--- config.mk ---
export PLATFORM = sky130hd
export DESIGN_NAME = scs_port
export DESIGN_NICKNAME = d
export VERILOG_FILES = /design/src/rtl/scs_pkg.sv /design/src/rtl/scs_decode.sv /design/src/rtl/scs_state.sv /design/src/rtl/scs_status_enc.sv /design/src/rtl/scs_port.sv
export SDC_FILE = /design/constraint.sdc
export NUM_CORES = 1
export LEC_CHECK = 0
export ABC_AREA = 1
export CAP_MARGIN = 25
export CORE_MARGIN = 4
export CORE_UTILIZATION = 64
export CTS_BUF_LIST = sky130_fd_sc_hd__clkbuf_8
export DETAILED_ROUTE_END_ITERATION = 8
export DONT_BUFFER_PORTS = 1
export GPL_TIMING_DRIVEN = 0
export PLACE_DENSITY_LB_ADDON = 0.1
export SYNTH_ARGS = -nofsm -noshare
export SYNTH_HDL_FRONTEND = slang
export SYNTH_SLANG_ARGS = --single-unit
--- constraint.sdc ---
create_clock -name clk -period 1.2 [get_ports clk]
set_clock_uncertainty 0.1 [all_clocks]
set_input_delay 0.06 -clock clk [delete_from_list [all_inputs] [get_ports clk]]
set_output_delay 0.06 -clock clk [all_outputs]
set_load 0.005 [all_outputs]
--- src/rtl/scs_pkg.sv ---
package scs_pkg;
  localparam int unsigned BYTE_W    = 8;
  localparam logic [7:0]  ACK_CMD   = 8'h28;
  localparam logic [7:0]  VIEW_PTR  = 8'h03;
  localparam int unsigned DEF_BIT   = 2;
  localparam int unsigned RXP_BIT   = 0;
  localparam int unsigned TXV_BIT   = 4;
  localparam int unsigned RXV_BIT   = 5;

  typedef struct packed {
    logic cmd_load;
    logic ack_ok;
    logic ack_bad;
    logic stat_rd;
    logic dwr_ok;
    logic dwr_bad;
    logic drd_ok;
    logic drd_bad;
  } scs_act_t;
endpackage

--- src/rtl/scs_decode.sv ---
module scs_decode
  import scs_pkg::*;
#(
  parameter int unsigned ADDR_W   = 8,
  parameter logic [ADDR_W-1:0] STAT_OFS = 'h80,
  parameter logic [ADDR_W-1:0] DATA_OFS = 'hC0
) (
  input  logic              acc_en,
  input  logic              acc_wr,
  input  logic [ADDR_W-1:0] acc_addr,
  input  logic [BYTE_W-1:0] acc_wdata,
  input  logic              tx_pend,
  input  logic              tx_busy,
  input  logic              rx_valid,
  output scs_act_t          act
);
  logic hit_stat, hit_data, is_ack;

  always_comb begin
    hit_stat     = acc_en && (acc_addr == STAT_OFS);
    hit_data     = acc_en && (acc_addr == DATA_OFS);
    is_ack       = (acc_wdata == ACK_CMD);
    act.ack_ok   = hit_stat && acc_wr && is_ack && tx_pend;
    act.ack_bad  = hit_stat && acc_wr && is_ack && !tx_pend;
    act.cmd_load = hit_stat && acc_wr && !act.ack_bad;
    act.stat_rd  = hit_stat && !acc_wr;
    act.dwr_ok   = hit_data && acc_wr && !tx_busy;
    act.dwr_bad  = hit_data && acc_wr && tx_busy;
    act.drd_ok   = hit_data && !acc_wr && rx_valid;
    act.drd_bad  = hit_data && !acc_wr && !rx_valid;
  end
endmodule

--- src/rtl/scs_state.sv ---
module scs_state
  import scs_pkg::*;
(
  input  logic              clk,
  input  logic              rst_i,
  input  scs_act_t          act,
  input  logic [BYTE_W-1:0] acc_wdata,
  input  logic              rx_valid,
  input  logic              tx_ready,
  output logic [BYTE_W-1:0] ptr_q,
  output logic              tx_pend_q,
  output logic              rx_pend_q,
  output logic              err_q,
  output logic              txv_q,
  output logic [BYTE_W-1:0] txd_q
);
  logic [BYTE_W-1:0] ptr_d;
  logic tx_pend_d, rx_pend_d, err_d, txv_d, txd_en;

  always_comb begin
    ptr_d = ptr_q;
    if (act.cmd_load)
      ptr_d = acc_wdata;
    else if (act.stat_rd && (ptr_q == VIEW_PTR))
      ptr_d = '0;

    tx_pend_d = tx_pend_q;
    if (act.ack_ok)
      tx_pend_d = 1'b0;
    else if (act.dwr_ok)
      tx_pend_d = 1'b1;

    rx_pend_d = rx_pend_q;
    if (act.drd_ok)
      rx_pend_d = 1'b0;
    else if (rx_valid)
      rx_pend_d = 1'b1;

    err_d = err_q | act.ack_bad | act.dwr_bad | act.drd_bad;

    txd_en = act.dwr_ok;
    txv_d  = txv_q;
    if (act.dwr_ok)
      txv_d = 1'b1;
    else if (txv_q && tx_ready)
      txv_d = 1'b0;
  end

  always_ff @(posedge clk or negedge rst_i) begin
    if (!rst_i) begin
      ptr_q     <= '0;
      tx_pend_q <= 1'b0;
      rx_pend_q <= 1'b0;
      err_q     <= 1'b0;
      txv_q     <= 1'b0;
      txd_q     <= '0;
    end else begin
      ptr_q     <= ptr_d;
      tx_pend_q <= tx_pend_d;
      rx_pend_q <= rx_pend_d;
      err_q     <= err_d;
      txv_q     <= txv_d;
      if (txd_en)
        txd_q <= acc_wdata;
    end
  end
endmodule

--- src/rtl/scs_status_enc.sv ---
module scs_status_enc
  import scs_pkg::*;
(
  input  logic [BYTE_W-1:0] ptr,
  input  logic              tx_pend,
  input  logic              rx_pend,
  output logic [BYTE_W-1:0] stat
);
  always_comb begin
    stat = '0;
    if (ptr == VIEW_PTR) begin
      if (tx_pend)
        stat[TXV_BIT] = 1'b1;
      else if (rx_pend)
        stat[RXV_BIT] = 1'b1;
    end else begin
      stat[DEF_BIT] = 1'b1;
      stat[RXP_BIT] = rx_pend;
    end
  end
endmodule

--- src/rtl/scs_port.sv ---
module scs_port
  import scs_pkg::*;
#(
  parameter int unsigned ADDR_W   = 8,
  parameter logic [ADDR_W-1:0] STAT_OFS = 'h80,
  parameter logic [ADDR_W-1:0] DATA_OFS = 'hC0,
  parameter int unsigned SYNC_LEN = 2
) (
  input  logic              clk,
  input  logic              rst_n,
  input  logic              acc_en,
  input  logic              acc_wr,
  input  logic [ADDR_W-1:0] acc_addr,
  input  logic [7:0]        acc_wdata,
  output logic [7:0]        acc_rdata,
  input  logic              rx_valid,
  input  logic [7:0]        rx_data,
  output logic              rx_ready,
  output logic              tx_valid,
  output logic [7:0]        tx_data,
  input  logic              tx_ready,
  output logic              irq,
  output logic              err
);
  logic [SYNC_LEN-1:0] rst_sync;
  logic                rst_i;
  scs_act_t            act;
  logic [BYTE_W-1:0]   ptr_q, stat;
  logic                tx_pend_q, rx_pend_q;

  always_ff @(posedge clk or negedge rst_n) begin
    if (!rst_n)
      rst_sync <= '0;
    else
      rst_sync <= {rst_sync[SYNC_LEN-2:0], 1'b1};
  end
  assign rst_i = rst_sync[SYNC_LEN-1];

  scs_decode #(.ADDR_W(ADDR_W), .STAT_OFS(STAT_OFS), .DATA_OFS(DATA_OFS)) u_dec (
    .acc_en(acc_en), .acc_wr(acc_wr), .acc_addr(acc_addr), .acc_wdata(acc_wdata),
    .tx_pend(tx_pend_q), .tx_busy(tx_valid), .rx_valid(rx_valid), .act(act)
  );

  scs_state u_st (
    .clk(clk), .rst_i(rst_i), .act(act), .acc_wdata(acc_wdata),
    .rx_valid(rx_valid), .tx_ready(tx_ready), .ptr_q(ptr_q),
    .tx_pend_q(tx_pend_q), .rx_pend_q(rx_pend_q), .err_q(err),
    .txv_q(tx_valid), .txd_q(tx_data)
  );

  scs_status_enc u_enc (
    .ptr(ptr_q), .tx_pend(tx_pend_q), .rx_pend(rx_pend_q), .stat(stat)
  );

  always_comb begin
    acc_rdata = '0;
    if (act.stat_rd)
      acc_rdata = stat;
    else if (act.drd_ok)
      acc_rdata = rx_data;
  end

  assign rx_ready = act.drd_ok;
  assign irq      = tx_pend_q | rx_pend_q;
endmodule

==> results of run 1 <==
## kinds of logic after synthesis
kind of cell           synth area share (%)
flip-flops                            47.01
AO/OA/AOI/OAI                         10.79
buffers and inverters                 10.26
AND/OR/NAND/NOR                       31.63
other                                0.3202
## power groups by stage
stage	Sequential, mW	Combinational [mW]	Clock, mW
after CTS	0.785	0.109	0.692
after global placement	0.799	0.0643	0
after detailed placement	0.800	0.0677	0
after global routing	0.792	0.153	0.737
after floorplan	0.793	0.0584	0
final	0.788	0.140	0.704
## synth_stat cells
master and n:
nand3_1 16, nand2_2 1, inv_1 28, nor3_1 1, nand3b_1 1, nand4_1 3
nor2_2 2, o21ai_0 4, nand3_2 2, a21oi_1 1, buf_6 1, nor2_1 13
o21ai_1 1, inv_2 1, a21oi_2 1, o21ai_2 10, nor2_4 1, nand2_1 38
conb_1 1, dfrtp_1 22, nand3_4 1
## tightest hold or removal path: stages
cell	delay (ns)
nor3_1	0.04
nand2_2	0.10
o21ai_1	0.09
o21ai_2	0.05
## flip-flops by register name (all words and copies together) (netlist names)
register        count
u_st.err_q          1
u_st.rx_pend_q      1
u_st.txv_q          1
u_st.txd_q          8
u_st.tx_pend_q      1
u_st.ptr_q          8
rst_sync            2
## cell type report
| type | count | area [µm²] | area share, % |
|---|---|---|---|
| Buffer | 1 | 20.02 | 1.285 |
| Inverter | 29 | 108.9 | 6.988 |
| Multi-Input combinational cell | 97 | 574.3 | 36.87 |
| Sequential cell | 22 | 550.5 | 35.34 |
| Clock buffer | 3 | 41.29 | 2.651 |
| Tap cell | 25 | 31.28 | 2.008 |
| Timing Repair Buffer | 21 | 201.4 | 12.93 |
| Clock inverter | 1 | 30.03 | 1.928 |
## per-layer routing
| metal | track usage [%] | vias to the layer above | part of all wire [%] |
|---|---|---|---|
| met2 | 45.87 | 76 | 52 |
| met3 | 5.341 | 23 | 7.1 |
| met5 | 0 | - | 0 |
| met4 | 12.11 | 0 | 5.3 |
| li1 | - | 513 | - |
| met1 | 30.06 | 530 | 36 |
## worst max-delay path by stage
stage,startpoint,to,slack [ns],cells after the start
4_1_cts,u_st.ptr_q[7]$_DFFE_PN0P_,acc_rdata[4],-0.21,5
5_1_grt,u_st.ptr_q[2]$_DFFE_PN0P_,acc_rdata[4],-0.37,5
3_3_place_gp,u_st.ptr_q[7]$_DFFE_PN0P_,acc_rdata[5],-0.13,5
2_1_floorplan,u_st.ptr_q[7]$_DFFE_PN0P_,acc_rdata[4],0.03,5
6_report,u_st.ptr_q[7]$_DFFE_PN0P_,acc_rdata[4],-0.25,5
3_5_place_dp,u_st.ptr_q[7]$_DFFE_PN0P_,acc_rdata[4],-0.13,5
## stage by stage
step | instances | setup WS (ns) | TNS (ns) | area [µm²]
after global placement | 174 | -0.1342 | -1.119 | 1202
after floorplan | 149 | 0.03198 | 0 | 1171
after detailed placement | 174 | -0.1343 | -1.227 | 1202
final | 199 | -0.2547 | -2.552 | 1558
after CTS | 192 | -0.2072 | -2.107 | 1425
after global routing | 199 | -0.3738 | -3.767 | 1558
## timing repair
| item | CTS | global route |
|---|---|---|
| resized for setup | 6 | 26 |
| gates cloned | 0 | 0 |
| buffers inserted | 1 | 6 |
| endpoints found under the setup margin | 12 | 22 |
| endpoints found under the hold margin | 22 | 6 |
| pin swaps | 2 | 8 |
| hold buffers | 13 | 1 |
==> qor.yml, run 1 <==
place:
  port_buffers: 0
  gp_congestion: 0.7452
  place_hpwl_um: 1849
logic_synthesis:
  yosysTopAreaCellShare_pct: 47.01
  synth_nets: 179
  synthCells: 149
  synth_top_area_cell: "dfrtp_1"
  seq_area_frac_synth_pct: 47.01
  ys_ff_latch: 22
  synth.cell_area_um2: 1171
  ys_types: 21
  yosysWarningCount: 0
  synthTopCellsByArea: "dfrtp_1 (47%), nand2_1 (12%), inv_1 (9.0%), o21ai_2 (7.5%), nand3_1 (6.8%)"
  syn_avg_cell_area_um2: 7.860
pwr:
  pwr-share-clk_pct: 43.1
  p_leak_nw: 0.8115
  power_per_cell_area_nw_per_um2: 1048
  power_frac_comb_pct: 8.6
  p_int_mw: 1.270
  finalPower_mw: 1.632
  swShare_pct: 22.19
  p_switching_mw: 0.3620
  vdd_ir_drop_max_uv: 1037
  seqPwrFrac_pct: 48.3
detailed_routing:
  routed_wl_um: 3686
  drc: 0
  drt-vias-per-instance: 5.739
  vias: 1142
  drt_iter0_markers: 36
  dr.pass1.iters: 4
  wire_per_inst_um: 18.52
  drtAntennaViolNets: 0
floorplanning:
  dieArea_um2: 2578
  start_util_pct: 67.83
  pin_count: 50
  rows: 15
  die_h_um: 50.78
  die_w_um: 50.78
  core-area_um2: 1727
worst_setup_path:
  worstSetupEndpointType: "output port"
  arrival_ns: 1.29
  cpLargestDelayFamily: "simple AND/OR/NAND/NOR gates"
  slowest_delay_ns: 0.40
  cp_max_fo: 3
  worstSetupPathType: "flip-flop to output port"
  r2r-end: "u_st.ptr_q[3]$_DFFE_PN0P_"
  r2r_setup_slack_ns: -0.19
  reg2reg_depth: 7
  r2r-start: "u_st.ptr_q[7]$_DFFE_PN0P_"
  crit_slowest_cell: "dfrtp_1"
  crit_buf_inv: 0
  worstPathCellList: "nor2_1, nand2_1, nor2_2, nand3_2, o21ai_2"
  required_ns: 1.04
  cp-start-kind: "flip-flop"
finish:
  layout_common_cells: "nand2_1 (36), dfrtp_1 (22), inv_1 (21)"
  layout-area-overhead-vs-synth_pct: 33.01
  antenna_cells: 0
  drive_above_1_share_pct: 30.46
  nNetsFinal: 205
  fin_util_pct: 90.22
  num-fill-cells: 79
  layout_commonest_cell: "nand2_1"
clocking:
  clk_pin_slew_ns: 0.08
  cts_tree: "built"
  h-tree-depth: 1
  clockBufferDepth: 2
  cts_buffers: 3
  clock-sinks: 22
  clockRootBuffer: "clkbuf_8"
  clock_latency_ns: 0.27
global_route:
  grt_max_degree: 21
  grt_pass1_wl_um: 4864
  antenna_found_initial: 0
  gr-total-overflow: 0
  grt_usage_pct: 26.06
  grt_pass1_vias: 1027
timing:
  relSlewSlack_pct: 46.20
  rsz0062_at_grt: "yes"
  timing.final.ws_setup_ns: -0.2547
  hold_viol_final: 1
  min_period_ns: 1.455
  setup_viol: 13
  worst_hold_slack_ns: -0.0009401
  drv_slew: 0
  fin_crit_sh_pct: 121.2
  worst_pin_slew_ns: 0.8070
  max_freq_mhz: 687.4
flow_run:
  maxCapViolations: 0
worst_hold_path:
  hold_path.class: "input port to flip-flop"
  whs_endpoint: "u_st.tx_pend_q$_DFFE_PN0P_"
  holdPathStages: 4
  hp-start: "acc_wdata[1]"
status:
  status: "complete, but fails checks"
  violations: "negative hold slack, negative setup slack"
(Power assumes the default switching activity.)
==> inputs of run 2 (changes only) <==
--- a/config.mk
+++ b/config.mk
@@ -5,10 +5,9 @@
 export SDC_FILE = /design/constraint.sdc
 export NUM_CORES = 1
 export LEC_CHECK = 0
-export ABC_AREA = 1
 export CAP_MARGIN = 25
 export CORE_MARGIN = 4
-export CORE_UTILIZATION = 64
+export CORE_UTILIZATION = 30
 export CTS_BUF_LIST = sky130_fd_sc_hd__clkbuf_8
 export DETAILED_ROUTE_END_ITERATION = 8
 export DONT_BUFFER_PORTS = 1
==> run 2 against run 1 <==
Compared with the run above:
- the flow finishes with violations (negative setup slack)
- sequential power fell by 0.5%
- first-iteration DRC count fell by 28%
- critical path depth down 1
- largest cell class unchanged
- worst setup slack lost 0.45 ns
- synthesized cell count is 44% lower
==> qor.yml, run 2 <==
status:
  status: "complete, but fails checks"
  violations: "negative setup slack"
timing:
  timing.final.ws_setup_ns: -0.7084  # -0.4537 ns
  worst_pin_slew_ns: 0.8309  # +0.02384 ns
  hold_viol_final: 0  # -1
  rsz0062_at_grt: "yes"
  fin_crit_sh_pct: 159.0  # +38 points
  relSlewSlack_pct: 44.61  # -1.6 points
  max_freq_mhz: 524.0  # -24%
  setup_viol: 29  # +16
  drv_slew: 0  # unchanged
  worst_hold_slack_ns: 0.006256  # +0.007196 ns
  min_period_ns: 1.908  # +0.4537 ns
logic_synthesis:
  yosysWarningCount: 0  # unchanged
  synth_enable_flop_cells: 0  # unchanged
  yosysTopAreaCellShare_pct: 52.26  # +5.2 points
  synth.most_common_cell: "dfrtp_1"
  synthTopCellsByCount: "dfrtp_1 (22), mux2_2 (8), nand2_1 (7)"
  synth.cell_area_um2: 1054  # -10%
  seq_area_frac_synth_pct: 52.26  # +5.2 points
  ys_async_sr_fraction_pct: 100.0  # unchanged
  synth_nets: 114  # -36%
  synth_ff_type: "dfrtp_1"
  ys_ff_latch: 22  # unchanged
  synthCells: 84  # -44%
  ys_types: 25  # +19%
  synth_top_area_cell: "dfrtp_1"
  synthTopCellsByArea: "dfrtp_1 (52%), mux2_2 (8.6%), a22o_2 (4.8%), mux2_4 (4.3%), nor4_4 (4.0%)"
  syn_avg_cell_area_um2: 12.54  # +60%
detailed_routing:
  drt_iter0_markers: 26  # -28%
  drc: 0  # unchanged
  drtAntennaViolNets: 0  # unchanged
  dr.pass1.iters: 4  # unchanged
  routed_wl_um: 2791  # -24%
  drt-vias-per-instance: 5.165  # -10%
  wire_per_inst_um: 17.02  # -8.1%
  vias: 847  # -26%
worst_setup_path:
  worstSetupEndpointType: "output port"
  cp-start-kind: "flip-flop"
  arrival_ns: 1.75  # +0.46 ns
  slowest_delay_ns: 0.55  # +0.15 ns
  worstPathCellList: "or4_4, nor4_4, nand3_2, o31ai_4"
  required_ns: 1.04  # about the same
  worstSetupPathType: "flip-flop to output port"
  crit_slowest_cell: "or4_4"
  cp_max_fo: 2  # -1
finish:
  seqCellArea_um2: 550.5  # unchanged
  layout-area-overhead-vs-synth_pct: 56.65
  drive_above_1_share_pct: 50.85  # +20 points
  antenna_cells: 0  # unchanged
  num-fill-cells: 322  # +310%
  nNetsFinal: 149  # -27%
  layout_commonest_cell: "dfrtp_1"
  multiInputGateArea_um2: 663.1  # +15%
  top_regs: "u_st.ptr_q: 8 flops, u_st.txd_q: 8 flops, rst_sync: 2 flops"
  layout_common_cells: "dfrtp_1 (22), dlygate4sd3_1 (9), mux2_2 (8), buf_4 (8), nand2_1 (7)"
global_route:
  grt_max_degree: 21  # unchanged
  antenna_found_initial: 0  # unchanged
  gr-total-overflow: 0  # unchanged
  grt_pass1_wl_um: 4360  # -10%
  use_met1_pct: 15.31  # -15 points
  use_met2_pct: 22.33  # -24 points
  grt_pass1_vias: 886  # -14%
  grt_use_met3_pct: 3.494  # -1.8 points
  top_usage_layer: "met2"
  grt_usage_pct: 12.80  # -13 points
clocking:
  cts_buffers: 3  # unchanged
  h-tree-depth: 1  # unchanged
  clockBufferDepth: 2  # unchanged
  clockRootBuffer: "clkbuf_8"
  clock_latency_ns: 0.26  # about the same
  clock-sinks: 22  # unchanged
  cts_tree: "built"
  clk_pin_slew_ns: 0.08  # about the same
floorplanning:
  dieArea_um2: 4524  # +75%
  pin_count: 50  # unchanged
  die_h_um: 67.26  # +32%
  rows: 21  # +6
  start_util_pct: 31.32  # -37 points
  core-area_um2: 3363  # +95%
  die_w_um: 67.26  # +32%
place:
  pre_cts_ws_ns: -0.7756  # -0.6413 ns
  port_buffers: 0  # unchanged
  gp_congestion: 0.6615  # -11%
  place_hpwl_um: 1716  # -7.2%
pwr:
  vdd_ir_drop_max_uv: 449.5  # -57%
  p_leak_nw: 0.7435  # -8.4%
  power_per_cell_area_nw_per_um2: 968.1  # -7.6%
worst_hold_path:
  hold_path.class: "input port to flip-flop"
flow_run:
  maxCapViolations: 0  # unchanged
==> run 2: changes by cell type after synthesis, moves of 3 or more <==
cell,before,now
nand4_1,3,0
nor2_1,13,3
o21ai_2,10,0
mux2_2,0,8
nand2_1,38,7
mux2_4,0,3
and2_1,0,4
inv_1,28,5
nand3_1,16,3
a22o_2,0,5
==> run 2: report_power, final <==
| part | switching [mW] | internal, mW | leakage [nW] | total [mW] |
|---|---|---|---|---|
| combinational | 0.0560 | 0.0741 | 0.417 | 0.130 |
| clock | 0.238 | 0.445 | 0.0357 | 0.684 |
| sequential | 0.0248 | 0.759 | 0.291 | 0.784 |
| total | 0.319 | 1.28 | 0.744 | 1.60 |
==> run 2: kinds of logic (layout without fill, tap and decap cells) <==
family / count (synthesis) / in the layout / synth area share (%)
AOI/OAI and AO/OA: 16 / 16 / 11.52
buffers and inverters: 5 / 37 / 1.782
DFF: 22 / 22 / 52.26
muxes: 11 / 11 / 12.83
other: 1 / 1 / 0.3560
and+or+nand+nor: 29 / 31 / 21.26
==> run 2: worst paths after layout <==
path / slack [ns] / end / depth (start not counted) / startpoint
min: 0.006 / u_st.txd_q[6]$_DFFE_PN0P_ / 2 / acc_addr[6]
min in group asynchronous: 0.25 / u_st.txd_q[0]$_DFFE_PN0P_ / 0 / rst_sync[1]$_DFF_PN0_
max in group asynchronous: 0.24 / u_st.txd_q[4]$_DFFE_PN0P_ / 0 / rst_sync[1]$_DFF_PN0_
max: -0.71 / acc_rdata[5] / 4 / u_st.ptr_q[6]$_DFFE_PN0P_
min reg2reg: 0.25 / u_st.txd_q[0]$_DFFE_PN0P_ / 0 / rst_sync[1]$_DFF_PN0_
max reg2reg: -0.70 / u_st.ptr_q[4]$_DFFE_PN0P_ / 5 / u_st.ptr_q[6]$_DFFE_PN0P_
==> run 2: stage by stage <==
stage / cell area (µm²) / std cells / TNS (ns) / util, % / power [mW]
floorplan: 1087 / 84 / -9.997 / - / 0.8369
CTS: 1544 / 160 / -13.71 / 45.91 / 1.601
global route: 1650 / 164 / -12.58 / 49.07 / 1.662
detailed placement: 1145 / 130 / -14.18 / 34.04 / 0.8489
finish: 1650 / 164 / -11.10 / 49.07 / 1.598
global placement: 1145 / 130 / -13.89 / 34.04 / 0.8487
==> run 2: repair_timing <==
item / CTS / global route
gates cloned: 2 / 0
setup buffers: 11 / 3
gates resized for setup: 14 / 17
pin swaps: 11 / 9
hold buffers: 13 / 1
endpoints found under the setup margin: 28 / 29
endpoints found under the hold margin: 22 / 3
==> run 2: per-layer routing <==
| metal | part of all wire, % | wire length [µm] | vias up |
|---|---|---|---|
| li1 | - | - | 383 |
| met1 | 41 | 1153 | 430 |
| met2 | 51 | 1419 | 32 |
| met3 | 7.5 | 208 | 2 |
| met4 | 0.32 | 9 | 0 |
| met5 | 0 | 0 | - |
==> run 2: final cells by class <==
class                      instances  share of cell area [%]
multi-input combinational         59                   40.18
tap                               46                   3.487
inverter                           5                   1.137
clock buffer                       3                   2.502
clock inverter                     1                   1.820
timing repair buffer              28                   17.51
sequential                        22                   33.36
==> run 2: critical path, delay by kind of cell (launching register included) <==
kind            cells  cell delay [ns]
simple gates        3             0.90
flops               1             0.39
compound gates      1             0.21
